`config.mk`:
```
export PLATFORM = sky130hd
export DESIGN_NAME = enc46_tx
export DESIGN_NICKNAME = d
export VERILOG_FILES = /design/src/rtl/enc46_pkg.sv /design/src/rtl/enc46_ctrl.sv /design/src/rtl/enc46_datapath.sv /design/src/rtl/enc46_tx.sv
export SDC_FILE = /design/constraint.sdc
export NUM_CORES = 1
export LEC_CHECK = 0
export ABC_AREA = 1
export BUFFER_PORTS_ARGS = -buffer_cell sky130_fd_sc_hd__buf_4
export CAP_MARGIN = 20
export CORE_UTILIZATION = 35
export CTS_CLUSTER_DIAMETER = 120
export DETAILED_ROUTE_END_ITERATION = 10
export GPL_TIMING_DRIVEN = 1
export RECOVER_POWER = 50
export REMOVE_ABC_BUFFERS = 1
export SLEW_MARGIN = 40
export SYNTH_ARGS = -nofsm -noshare
export SYNTH_HDL_FRONTEND = slang
export SYNTH_SLANG_ARGS = --single-unit
export TNS_END_PERCENT = 5
```
`constraint.sdc`:
```
create_clock -name clk -period 1.5 [get_ports clk]
set_input_delay 0.3 -clock clk [delete_from_list [all_inputs] [get_ports clk]]
set_output_delay 0.3 -clock clk [all_outputs]
set_load 0.05 [all_outputs]
```
`src/rtl/enc46_pkg.sv`:
```
package enc46_pkg;

  localparam int WORD_W = 6;
  localparam int NIB_W  = 4;
  localparam int BYTE_W = 2 * NIB_W;

  localparam logic [WORD_W-1:0] SYNC_CODE = 6'b111000;
  localparam logic [WORD_W-1:0] IDLE_CODE = 6'b110001;

  typedef enum logic [1:0] {
    SEL_SYNC = 2'd0,
    SEL_IDLE = 2'd1,
    SEL_LO   = 2'd2,
    SEL_HI   = 2'd3
  } wordSel_e;

  typedef struct packed {
    logic     shift;
    logic     load;
    wordSel_e sel;
    logic     grabHi;
  } encStrobe_t;

  // n-th balanced word in ascending order
  function automatic logic [WORD_W-1:0] dataCode(input logic [NIB_W-1:0] nib);
    logic [WORD_W-1:0] res;
    logic              found;
    int                rank;
    res   = '0;
    found = 1'b0;
    rank  = 0;
    for (int v = 0; v < (1 << WORD_W); v++) begin
      if ($countones(v[WORD_W-1:0]) == WORD_W / 2) begin
        if (!found && rank == int'(nib)) begin
          res   = v[WORD_W-1:0];
          found = 1'b1;
        end
        rank++;
      end
    end
    return res;
  endfunction

endpackage

```
`src/rtl/enc46_ctrl.sv`:
```
module enc46_ctrl
  import enc46_pkg::*;
#(
  parameter int SYNC_WORDS = 8
) (
  input  logic       clk,
  input  logic       rstN,
  input  logic       bitEn,
  input  logic       inValid,
  output logic       inReady,
  output encStrobe_t strobe
);

  localparam int CNT_W  = $clog2(WORD_W);
  localparam int SYNC_W = $clog2(SYNC_WORDS + 1);
  localparam logic [CNT_W-1:0]  LAST_BIT  = CNT_W'(WORD_W - 1);
  localparam logic [SYNC_W-1:0] SYNC_INIT = SYNC_W'(SYNC_WORDS - 1);

  logic [CNT_W-1:0]  bitCnt;
  logic [SYNC_W-1:0] syncLeft;
  logic              phaseHi;
  logic              loadNow;
  logic              syncActive;

  always_comb begin
    loadNow    = bitEn && (bitCnt == LAST_BIT);
    syncActive = (syncLeft != '0);
    inReady    = loadNow && !syncActive && !phaseHi;

    strobe.shift  = bitEn && !loadNow;
    strobe.load   = loadNow;
    strobe.grabHi = inReady && inValid;
    if (syncActive)   strobe.sel = SEL_SYNC;
    else if (phaseHi) strobe.sel = SEL_HI;
    else if (inValid) strobe.sel = SEL_LO;
    else              strobe.sel = SEL_IDLE;
  end

  always_ff @(posedge clk) begin
    if (!rstN) begin
      bitCnt   <= '0;
      syncLeft <= SYNC_INIT;
      phaseHi  <= 1'b0;
    end else if (bitEn) begin
      if (loadNow) begin
        bitCnt <= '0;
        if (syncActive) syncLeft <= syncLeft - 1'b1;
        else            phaseHi  <= phaseHi ? 1'b0 : inValid;
      end else begin
        bitCnt <= bitCnt + 1'b1;
      end
    end
  end

  AST_HI_AFTER_ACCEPT: assert property (@(posedge clk) disable iff (!rstN)
    (inValid && inReady) |=> (phaseHi && !inReady));

  AST_READY_ONE_CYCLE: assert property (@(posedge clk) disable iff (!rstN)
    inReady |=> !inReady);

endmodule

```
`src/rtl/enc46_datapath.sv`:
```
module enc46_datapath
  import enc46_pkg::*;
(
  input  logic              clk,
  input  logic              rstN,
  input  encStrobe_t        strobe,
  input  logic [BYTE_W-1:0] inData,
  output logic              lineOut
);

  logic [WORD_W-1:0] shiftReg;
  logic [WORD_W-1:0] nextWord;
  logic [NIB_W-1:0]  hiNib;

  always_comb begin
    unique case (strobe.sel)
      SEL_SYNC: nextWord = SYNC_CODE;
      SEL_IDLE: nextWord = IDLE_CODE;
      SEL_LO:   nextWord = dataCode(inData[NIB_W-1:0]);
      SEL_HI:   nextWord = dataCode(hiNib);
      default:  nextWord = IDLE_CODE;
    endcase
  end

  always_ff @(posedge clk) begin
    if (!rstN) begin
      shiftReg <= SYNC_CODE;
      hiNib    <= '0;
    end else begin
      if (strobe.load)       shiftReg <= nextWord;
      else if (strobe.shift) shiftReg <= {shiftReg[WORD_W-2:0], 1'b0};
      if (strobe.grabHi)     hiNib    <= inData[BYTE_W-1:NIB_W];
    end
  end

  assign lineOut = shiftReg[WORD_W-1];

  AST_LINE_HOLDS: assert property (@(posedge clk) disable iff (!rstN)
    !(strobe.shift || strobe.load) |=> $stable(lineOut));

  AST_LOAD_BALANCED: assert property (@(posedge clk) disable iff (!rstN)
    strobe.load |=> ($countones(shiftReg) == WORD_W / 2));

endmodule

```
`src/rtl/enc46_tx.sv`:
```
module enc46_tx
  import enc46_pkg::*;
#(
  parameter int SYNC_WORDS = 8
) (
  input  logic       clk,
  input  logic       rstN,
  input  logic       bitEn,
  input  logic [7:0] inData,
  input  logic       inValid,
  output logic       inReady,
  output logic       lineOut
);

  encStrobe_t strobe;

  enc46_ctrl #(.SYNC_WORDS(SYNC_WORDS)) u_ctrl (
    .clk     (clk),
    .rstN    (rstN),
    .bitEn   (bitEn),
    .inValid (inValid),
    .inReady (inReady),
    .strobe  (strobe)
  );

  enc46_datapath u_dp (
    .clk     (clk),
    .rstN    (rstN),
    .strobe  (strobe),
    .inData  (inData),
    .lineOut (lineOut)
  );

endmodule

```
# Word level (Yosys, flattened, before mapping)
# Index checks and enable logic that the tools add are counted.
[totals]
in_bits = 12
register_bits = 18
output_inout_bits = 2
word_cells = 339
[classes]
bitwise = 1
add_sub_neg = 38
reduce_logical = 91
n_eq_ne = 42
mux = 162
[ops]
columns = ["operator", "n"]
rows = [
  ["$eq A32 B5 Y1", 38],
  ["$mux W32", 38],
  ["$add A32 B2 Y32 const B", 36],
  ["$mux W6", 22],
  ["$mux W1", 77],
  ["$mux W5", 12],
  ["$logic_and A1 B1 Y1", 43],
  ["$logic_not A1 Y1", 41],
  ["$mux W4", 6],
  ["$pmux W6 S4", 1],
  ["$mux W3", 3],
  ["$logic_not A4 Y1", 2],
  ["$mux W2", 3],
  ["$reduce_and A3 Y1", 2],
  ["$eq A2 B2 Y1 const B", 2],
  ["$reduce_bool A4 Y1", 1],
  ["$sub A4 B1 Y4 const B", 1],
  ["$add A3 B1 Y3 const B", 1],
  ["$eq A3 B3 Y1 const B", 1],
  ["$eq A2 B1 Y1 const B", 1],
  ["$logic_not A2 Y1", 1],
  ["$reduce_bool A2 Y1", 1],
  ["$not A1 Y1", 1],
]

# Longest topological paths before layout
# Gate-level depths: netlist of the first run.
[logic_depth]
word_depth = 82
ltp_mapped = 9
ltp_nobuf = 9

# By module
# Synthesis of the first run repeated with hierarchy kept, for this count alone.
[hier_totals]
cells_unflattened = 198
hier_area_um2 = 1222.4
[by_module_without_submodules]
columns = ["mod", "instances", "area_per_inst_um2", "cells_per_inst", "seq_area_each_um2"]
rows = [
  ["enc46_datapath", 1, 763.2, 135, 200.2],
  ["enc46_ctrl", 1, 459.2, 63, 160.2],
]

# Worst setup path after synthesis of the first run
# Ideal clock, no wire load.
[synth_path]
kind = "reg2out"
startpoint = "reg u_ctrl.bitCnt[0]"
endpoint = "out inReady"
path_stages_with_launch = 6
setup_slack_ns = -0.388
t_arrival_ns = 1.588
n_path_buf = 0
cell_sequence = "dfxtp_1 -> ha_1 -> nand3_4 -> nor2_8 -> inv_1 -> nor2_1"
[synth_between]
elab_chain_cells = 4
[synth_lines]
columns = ["item", "line", "text"]
rows = [
  ["from (decl)", "enc46_ctrl.sv:19", "logic [CNT_W-1:0] bitCnt;"],
  ["from (signal assigned)", "enc46_ctrl.sv:50", "bitCnt <= bitCnt + 1'b1;"],
  ["$eq A3 B3 Y1", "enc46_ctrl.sv:26", "loadNow = bitEn && (bitCnt == LAST_BIT);"],
  ["$logic_and A1 B1 Y1", "enc46_ctrl.sv:26", ""],
  ["$logic_and A1 B1 Y1 (2 in series)", "enc46_ctrl.sv:28", "inReady = loadNow && !syncActive && !phaseHi;"],
  ["to (decl)", "enc46_tx.sv:11", "output logic inReady,"],
]
# Every way passes these cells.

# Worst setup path in the final report of the first run
[layout_path]
startpoint = "reg u_ctrl.bitCnt[1]"
endpoint = "out inReady"
# Same word-level chain as after synthesis.

==> reports/metrics.cfg, run 1 <==
[outcome]
status = complete, but fails checks
violations = setup timing

[sta]
max-slew-margin-rel_pct = 81.6
rsz0062_at_grt = true
finalHoldViolCount = 0
slew_violations = 0
tightest_slew_ns = 0.278
setup_tns_ns = -0.142
holdWs_ns = 0.269
post-route-min-period_ns = 1.64
period_share_pct = 109
final.setup.worst_slack_ns = -0.142
fmax_mhz = 609
finalClockSkew_ns = 0.00127
report.final.setup_viol = 1

[run]
maxCapViolations = 0

[clock_tree]
cts_root_buffer = clkbuf_4
cts_max_level = 1
cts_tree = yes
cts_max_path_buffers = 2
clock-sinks = 18
clk_latency_ns = 0.29
cts_inserted_buffers = 3
clk_pin_slew_worst_paths_ns = 0.09

[logic_synthesis]
yosysUniqueCellTypes = 23
synthSimpleGateAreaFrac_pct = 36.4
avgSynthCellArea_um2 = 6.74
synth.yosys.seq_area_share_pct = 30.6
synth.ff_latch_count = 18
synth_area_um2 = 1180
synth_top_family_by_area = simple AND/OR/NAND/NOR gates
synthFlopType = dfxtp_1
synth-compound-area-share_pct = 19.1
muxShareOfSynthArea_pct = 0
synthArstFlopShare_pct = 0
synth_edf_count = 0
synth.largest_area_cell = dfxtp_1
synth-adder-area-share_pct = 4.25
synth_top_area_share_pct = 30.6
synth_xor_area_share_pct = 0.743
netlist_instances = 175
yosysWarnings = 0
synthTopCellsByArea = dfxtp_1 (31%), nand2_1 (16%), a21oi_1 (8.5%), nand3_1 (6.4%), inv_1 (4.5%)

[setup_path]
r2r_start = u_ctrl.syncLeft[1]$_SDFFE_PN1P_
worstPathArrival_ns = 1.34
critPathLaunch = u_ctrl.bitCnt[1]$_SDFFE_PN0P_
crit_type = flop to output pin
start_kind = flop
rrSetupSlack_ns = 0.01
worst_path_max_delay_cell = dfxtp_2
endpoint_kind = output pin
ff2ff_path_depth = 10
path_common_cell = inv_2
r2r-end = u_dp.shiftReg[1]$_SDFFE_PN0P_
cp_max_fo = 2
crit_required_ns = 1.20
crit_path_max_incr_delay_ns = 0.33
worstPathCellList = inv_2, ha_4, nand3_4, nor2_8, inv_2, nor2_2, buf_6

[place]
io_buffers = 13
dpl.cell_count = 234
gp_congestion = 0.777
placed_area_um2 = 1340
place_hpwl_mm = 2.05

[power_and_ir_drop]
power_uw = 875
switching_share_pct = 26.3
leakagePower_uw = 0.000652
power_density_nw_per_um2 = 598
pwr-share-comb_pct = 16.1
p_int_uw = 644
p_sw_uw = 230
sequentialPowerShare_pct = 57.1
vdd_drop_max_uv = 508
clock_power_share_pct = 26.9

[detailed_routing]
dr.pass1.iters = 4
vias_per_cell = 4.90
first_iter_violations = 88
wl_per_cell_um = 10.9
finalWirelength_mm = 2.65
vias = 1195
ant_nets = 0
route.detailed.drc = 0

[layout]
num_antenna_cells = 0
area_growth_pct = 24.2
fin_nets = 218
stdcell_count = 244
drive_above_1_share_pct = 29.5
final_common_cell = nand2_1
final_cell_mix = nand2_1 (50), buf_4 (22), a21oi_1 (19)
fin_area_um2 = 1460

[grt]
grt.overflow.total = 0
grt_max_degree = 11
grt_pass1_wl_mm = 4.57
grt_pass1_vias = 1086
antenna_found_initial = 0
grtUsageTotal_pct = 16.9

[hold_path]
min_from = rstN
hold_class = input port to flop
hold_path_depth = 2
holdPathEnd = u_ctrl.syncLeft[2]$_SDFFE_PN1P_

[floorplanning]
die_y_um = 60.0
die_area_um2 = 3600
io_pins = 14
core_um2 = 3130
std_cell_rows = 20
initial_core_util_pct = 37.7
die_w_um = 60.0

-- critical path: cells and delay by family, from the launching register on --
kind / cells / cell delay, ns
adder cells (fa/ha/maj): 1 / 0.13
buffers and inverters: 3 / 0.27
AND/OR/NAND/NOR: 3 / 0.31
flip-flops: 1 / 0.33
-- synthesized netlist by cell type, types with 2 or more instances --
cell type  instances
nand4_1            5
buf_6              2
nand2_4            2
a21oi_1           20
ha_1               4
nor2_2             2
o21ai_0            8
inv_2              8
nand3_1           15
o21ai_1            8
nor2_1             5
or2_2              3
nand2_1           50
nand3_4            2
inv_1             14
o211ai_1           3
dfxtp_1           18
-- cell families after synthesis --
group	Yosys count
XOR/XNOR	1
flip-flops	18
adder cells (fa/ha/maj)	4
AND/OR/NAND/NOR	86
buffers and inverters	24
AO/OA/AOI/OAI	42
-- flip-flops by register name (all words and copies together) (netlist names) --
register and count:
u_ctrl.phaseHi 1, u_ctrl.syncLeft 4, u_dp.shiftReg 6, u_ctrl.bitCnt 3
u_dp.hiNib 4
-- worst max-delay path by stage --
stage / end / slack [ns] / depth (start not counted)
detailed placement: inReady / 0.009 / 7
floorplan: inReady / -0.39 / 5
global route: inReady / -0.20 / 7
global placement: inReady / 0.05 / 7
CTS: inReady / -0.17 / 7
finish: inReady / -0.14 / 7
-- final cells by class --
class | instances | area (um^2)
clock buffer | 3 | 22.5
inverter | 22 | 82.6
fill | 330 | 1660
sequential | 18 | 365
timing repair buffer | 24 | 181
multi-input combinational | 133 | 757
tap | 44 | 55.1
-- power by group through the flow --
| stage | Clock, uW | Sequential (uW) | Combinational, uW |
|---|---|---|---|
| final | 235 | 499 | 140 |
| after global routing | 262 | 501 | 159 |
| after CTS | 247 | 499 | 141 |
| after detailed placement | 0 | 509 | 134 |
| after global placement | 0 | 508 | 129 |
| after floorplan | 0 | 514 | 69.2 |
-- metal layers --
metal	global-route usage [%]	up-vias	part of all wire [%]
met5	0	-	0
met4	6.98	0	1.2
met3	2.81	4	3.1
met2	27.5	17	48
met1	22.1	539	48
li1	-	635	-
-- what timing repair did --
item                                    CTS  global route
endpoints found under the setup margin    1             5
pin swaps                                 4             2
hold buffers                              0             0
gates resized for setup                  14             6
cloned                                    0             0
setup buffers                             6             1
-- per-stage QoR --
| stage | utilization [%] | setup slack [ns] |
|---|---|---|
| 2_1_floorplan | - | -0.388 |
| 3_3_place_gp | 42.8 | 0.0476 |
| 3_5_place_dp | 42.8 | 0.00886 |
| 4_1_cts | 46.1 | -0.167 |
| 5_1_grt | 46.8 | -0.202 |
| 6_report | 46.8 | -0.142 |
Power figures use the tool's default switching activity.
==> inputs of run 2 (changes only) <==
--- a/config.mk
+++ b/config.mk
@@ -8,10 +8,13 @@
 export ABC_AREA = 1
 export BUFFER_PORTS_ARGS = -buffer_cell sky130_fd_sc_hd__buf_4
 export CAP_MARGIN = 20
-export CORE_UTILIZATION = 35
+export CELL_PAD_IN_SITES_DETAIL_PLACEMENT = 2
+export CELL_PAD_IN_SITES_GLOBAL_PLACEMENT = 2
+export CORE_UTILIZATION = 31
 export CTS_CLUSTER_DIAMETER = 120
 export DETAILED_ROUTE_END_ITERATION = 10
 export GPL_TIMING_DRIVEN = 1
+export PLACE_DENSITY_LB_ADDON = 0.1
 export RECOVER_POWER = 50
 export REMOVE_ABC_BUFFERS = 1
 export SLEW_MARGIN = 40
==> run 2 against run 1 <==
  * The flow still finishes with violations (setup timing)
  * Sequential cell count stayed put
  * Clock-buffer cell count grew 1
  * Combinational power is 9% higher
  * Die area grew 12%
  * Worst hold slack better by 0.044 ns
  * Sequential share of layout area decreased by 1.2 points
  * Critical endpoint unchanged
==> reports/metrics.cfg, run 2 (same netlist as run 1, synthesis figures left out) <==
[layout]
largest_register_ffs = 6
area_growth_pct = 30.4
top_regs = u_dp.shiftReg x6, u_ctrl.syncLeft x4, u_dp.hiNib x4
final_common_cell = nand2_1
final_core_util_pct = 42.0
fin_area_um2 = 1540
final_cell_mix = nand2_1 (50), buf_4 (25), a21oi_1 (19)
largest_register = u_dp.shiftReg
fin_nets = 221
num_antenna_cells = 0
drive_above_1_share_pct = 31.4

[clock_tree]
cts_tree = yes
cts_root_buffer = clkbuf_8
postCtsHoldBufs = 0
clk_latency_ns = 0.25
cts_max_path_buffers = 2
clk_pin_slew_worst_paths_ns = 0.08
clock-sinks = 18
cts_max_level = 1
cts_inserted_buffers = 3

[grt]
grt.met3_usage_pct = 2.72
grt_pass1_vias = 1391
grt_max_degree = 11
grt_util_met2_pct = 38.0
grt_pass1_wl_mm = 6.50
grtUsageTotal_pct = 20.3
top_usage_layer = met2
grt.overflow.total = 0
antenna_found_initial = 0
met1_usage_pct = 24.5

[floorplanning]
die_y_um = 63.7
die_area_um2 = 4050
std_cell_rows = 22
core_um2 = 3660
die_w_um = 63.7
io_pins = 14
initial_core_util_pct = 32.2

[sta]
post-route-min-period_ns = 1.62
report.final.setup_viol = 1
tightest_slew_ns = 0.322
final.setup.worst_slack_ns = -0.121
finalHoldViolCount = 0
period_share_pct = 108
slew_violations = 0
max-slew-margin-rel_pct = 78.5
fmax_mhz = 617
finalClockSkew_ns = 0.00373
rsz0062_at_grt = true

[detailed_routing]
finalWirelength_mm = 3.96
ant_nets = 0
vias_per_cell = 5.10
first_iter_violations = 39
route.detailed.drc = 0
dr.pass1.iters = 4
wl_per_cell_um = 15.7
vias = 1284

[place]
placed_area_um2 = 1350
place_hpwl_mm = 2.92
io_buffers = 13
gp_congestion = 0.792

[setup_path]
endpoint_kind = output pin
worstPathArrival_ns = 1.32
cp_max_fo = 2
crit_type = flop to output pin
start_kind = flop
crit_required_ns = 1.20

[power_and_ir_drop]
power_density_nw_per_um2 = 690
leakagePower_uw = 0.000687
vdd_drop_max_uv = 341

[hold_path]
hold_class = input port to flop

[outcome]
status = complete, but fails checks
violations = setup timing

[run]
maxCapViolations = 0

[run 2: worst max-delay path: stages, from the launching register on]
cell     delay [ns]
dfxtp_2        0.33
inv_2          0.07
ha_4           0.15
nand3_4        0.10
nor2_8         0.14
inv_4          0.04
nor2_4         0.07
buf_6          0.16
[run 2: where the power goes]
group | leakage (uW) | internal, uW | total, uW | switching (uW)
clock network | 0.0000288 | 233 | 408 | 174
logic | 0.000512 | 62.2 | 153 | 90.3
registers | 0.000146 | 491 | 500 | 8.67
total | 0.000687 | 787 | 1060 | 273
[run 2: path summary, 6_finish.rpt]
check | start | to | slack [ns] | cells past startpoint
max | u_ctrl.bitCnt[1]$_SDFFE_PN0P_ | inReady | -0.12 | 7
min | inData[4] | u_dp.hiNib[0]$_SDFFE_PN0P_ | 0.31 | 3
max reg2reg | u_ctrl.syncLeft[1]$_SDFFE_PN1P_ | u_dp.shiftReg[4]$_SDFFE_PN1P_ | 0.02 | 8
min reg2reg | u_dp.shiftReg[0]$_SDFFE_PN0P_ | u_dp.shiftReg[0]$_SDFFE_PN0P_ | 0.49 | 2
[run 2: metrics by stage]
stage                     std cells  setup TNS, ns  worst slack [ns]  power, uW  hold slack [ns]
after floorplan                 173         -0.388            -0.388        583            0.380
after global placement          239              0            0.0268        640            0.452
after detailed placement        239        -0.0114           -0.0114        651            0.463
after CTS                       249         -0.126            -0.126       1060            0.314
after global routing            252         -0.328            -0.184       1110            0.319
final                           252         -0.121            -0.121       1060            0.313
[run 2: what timing repair did]
action / in CTS / in global routing
gates resized for setup: 14 / 7
pin swaps: 4 / 3
endpoints found under the setup margin: 1 / 5
setup buffers: 6 / 3
[run 2: final cells by class]
class	count	area, um^2
Clock buffer	4	55.1
Fill cell	442	2120
Inverter	22	85.1
Multi-Input combinational cell	133	767
Sequential cell	18	365
Tap cell	48	60.1
Timing Repair Buffer	27	204
[run 2: metal layers]
layer / wire (um) / share of wire [%] / vias to the layer above
met3: 106 / 2.7 / 4
met5: 0 / 0 / -
met4: 33 / 0.83 / 0
li1: - / - / 640
met1: 1800 / 45 / 624
met2: 2020 / 51 / 16
==> inputs of run 3 (changes only) <==
--- a/config.mk
+++ b/config.mk
@@ -10,13 +10,14 @@
 export CAP_MARGIN = 20
 export CELL_PAD_IN_SITES_DETAIL_PLACEMENT = 2
 export CELL_PAD_IN_SITES_GLOBAL_PLACEMENT = 2
-export CORE_UTILIZATION = 31
+export CORE_UTILIZATION = 28
 export CTS_CLUSTER_DIAMETER = 120
 export DETAILED_ROUTE_END_ITERATION = 10
 export GPL_TIMING_DRIVEN = 1
 export PLACE_DENSITY_LB_ADDON = 0.1
 export RECOVER_POWER = 50
 export REMOVE_ABC_BUFFERS = 1
+export SKIP_LAST_GASP = 1
 export SLEW_MARGIN = 40
 export SYNTH_ARGS = -nofsm -noshare
 export SYNTH_HDL_FRONTEND = slang
==> constraint.sdc (replaced) <==
create_clock -name clk -period 1.4 [get_ports clk]
set_input_delay 0.28 -clock clk [delete_from_list [all_inputs] [get_ports clk]]
set_output_delay 0.28 -clock clk [all_outputs]
set_load 0.05 [all_outputs]
==> run 3 against run 2 <==
  * The run still ends with setup timing left
  * Clock power increased by 11%
  * Cell area increased by 0.33%
  * Highest routed layer unchanged
  * Combinational power increased by 7%
  * First-iteration DRC count decreased by 54%
  * Largest cell class unchanged
  * Worst setup slack got worse by 0.14 ns
  * Sequential power increased by 7.2%
  * Critical path depth unchanged
  * Via count increased by 2.2%
  * Register-to-register slack got worse by 0.24 ns
==> reports/metrics.cfg, run 3 (same netlist as run 1, synthesis figures left out) <==
[power_and_ir_drop]
power_density_nw_per_um2 = 746
vdd_drop_max_uv = 443
leakagePower_uw = 0.000695

[clock_tree]
cts_max_path_buffers = 2
cts_inserted_buffers = 3
cts_tree = yes
clk_latency_ns = 0.26
cts_max_level = 1
clock-sinks = 18
postCtsHoldBufs = 0
clk_pin_slew_worst_paths_ns = 0.08
cts_root_buffer = clkbuf_8

[sta]
holdWs_ns = 0.284
final.setup.worst_slack_ns = -0.262
report.final.setup_viol = 15
rsz0062_at_grt = true
max-slew-margin-rel_pct = 81.2
finalClockSkew_ns = 0.00368
tightest_slew_ns = 0.284
fmax_mhz = 602
period_share_pct = 119
post-route-min-period_ns = 1.66
slew_violations = 0
finalHoldViolCount = 0

[layout]
top_regs = u_dp.shiftReg x6, u_ctrl.syncLeft x4, u_dp.hiNib x4
final_common_cell = nand2_1
drive_above_1_share_pct = 30.6
final_core_util_pct = 38.3
largest_register_ffs = 6
fin_nets = 223
final_cell_mix = nand2_1 (50), buf_4 (27), a21oi_1 (20)
stdcell_count = 256
area_growth_pct = 30.8
fin_area_um2 = 1540
num_antenna_cells = 0
largest_register = u_dp.shiftReg

[outcome]
status = complete, but fails checks
violations = setup timing

[detailed_routing]
vias = 1312
first_iter_violations = 18
wl_per_cell_um = 17.3
route.detailed.drc = 0
vias_per_cell = 5.13
dr.pass1.iters = 3
finalWirelength_mm = 4.44
ant_nets = 0

[setup_path]
critPathLaunch = u_ctrl.bitCnt[1]$_SDFFE_PN0P_
ff2ff_path_depth = 10
r2r_start = u_ctrl.syncLeft[0]$_SDFFE_PN1P_
worstPathArrival_ns = 1.38
worstPathCellList = inv_2, ha_4, nand3_4, nor2_8, inv_4, nor2_4, buf_8
crit_type = flop to output pin
r2r-end = u_dp.shiftReg[1]$_SDFFE_PN0P_
start_kind = flop
cp_max_fo = 2
crit_end = inReady
crit_path_max_incr_delay_ns = 0.34
critPathTopFamily = simple AND/OR/NAND/NOR gates
critPathBufInv = 3
crit_required_ns = 1.12
rrSetupSlack_ns = -0.22
cp.depth = 7
worst_path_max_delay_cell = dfxtp_2
endpoint_kind = output pin

[floorplanning]
die_w_um = 66.9
die_y_um = 66.9
std_cell_rows = 23
die_area_um2 = 4470
io_pins = 14
initial_core_util_pct = 29.3
core_um2 = 4030

[grt]
grt.overflow.total = 0
grtUsageTotal_pct = 19.7
grt_max_degree = 11
grt_pass1_vias = 1349
grt_pass1_wl_mm = 6.41
antenna_found_initial = 0

[place]
place_hpwl_mm = 2.95
dpl.cell_count = 244
gp_congestion = 0.763
io_buffers = 13
placed_area_um2 = 1380

[run]
maxCapViolations = 0

[hold_path]
hold_class = input port to flop

[run 3: worst register-to-register path, stage by stage (launching register included)]
cell,delay (ns)
dfxtp_2,0.34
inv_2,0.08
ha_4,0.16
nand3_4,0.11
buf_4,0.15
buf_4,0.14
nor2_2,0.15
inv_1,0.08
o21ai_1,0.13
nand2_1,0.08
a21oi_1,0.13
[run 3: through the flow]
step / total power [uW] / setup TNS (ns) / setup slack [ns]
6_report: 1150 / -2.13 / -0.262
5_1_grt: 1210 / -3.42 / -0.322
4_1_cts: 1160 / -0.702 / -0.228
3_5_place_dp: 698 / -0.386 / -0.0986
3_3_place_gp: 688 / -0.0185 / -0.0185
2_1_floorplan: 625 / -0.468 / -0.468
[run 3: layer usage]
metal,global-route usage (%),up-vias,wire (um)
met5,0,-,0
met4,5.59,0,74
met3,3.60,5,100
met2,35.7,18,2340
met1,23.1,646,1920
li1,-,643,-
[run 3: report_power, final]
group / total (uW) / internal [uW] / switching (uW)
registers: 536 / 526 / 9.92
clock network: 451 / 250 / 201
logic: 163 / 66.6 / 96.3
[run 3: layout make-up]
| cell class | count | area (um^2) |
|---|---|---|
| multi-input combinational | 133 | 751 |
| tap | 50 | 62.6 |
| inverter | 22 | 85.1 |
| fill | 498 | 2490 |
| clock buffer | 4 | 55.1 |
| timing repair buffer | 29 | 223 |
| sequential | 18 | 365 |
[run 3: worst min-delay path by stage]
stage | from | endpoint | cells after the start
2_1_floorplan | rstN | u_ctrl.syncLeft[2]$_SDFFE_PN1P_ | 1
3_3_place_gp | u_dp.shiftReg[3]$_SDFFE_PN1P_ | u_dp.shiftReg[3]$_SDFFE_PN1P_ | 2
3_5_place_dp | u_dp.shiftReg[4]$_SDFFE_PN1P_ | u_dp.shiftReg[4]$_SDFFE_PN1P_ | 2
4_1_cts | inData[7] | u_dp.hiNib[3]$_SDFFE_PN0P_ | 3
5_1_grt | inData[5] | u_dp.hiNib[1]$_SDFFE_PN0P_ | 3
6_report | inData[5] | u_dp.hiNib[1]$_SDFFE_PN0P_ | 3
[run 3: timing repair]
item / in CTS / in global routing
endpoints found under the setup margin: 11 / 15
setup buffers: 5 / 3
resized for setup: 14 / 4
pin swaps: 4 / 4
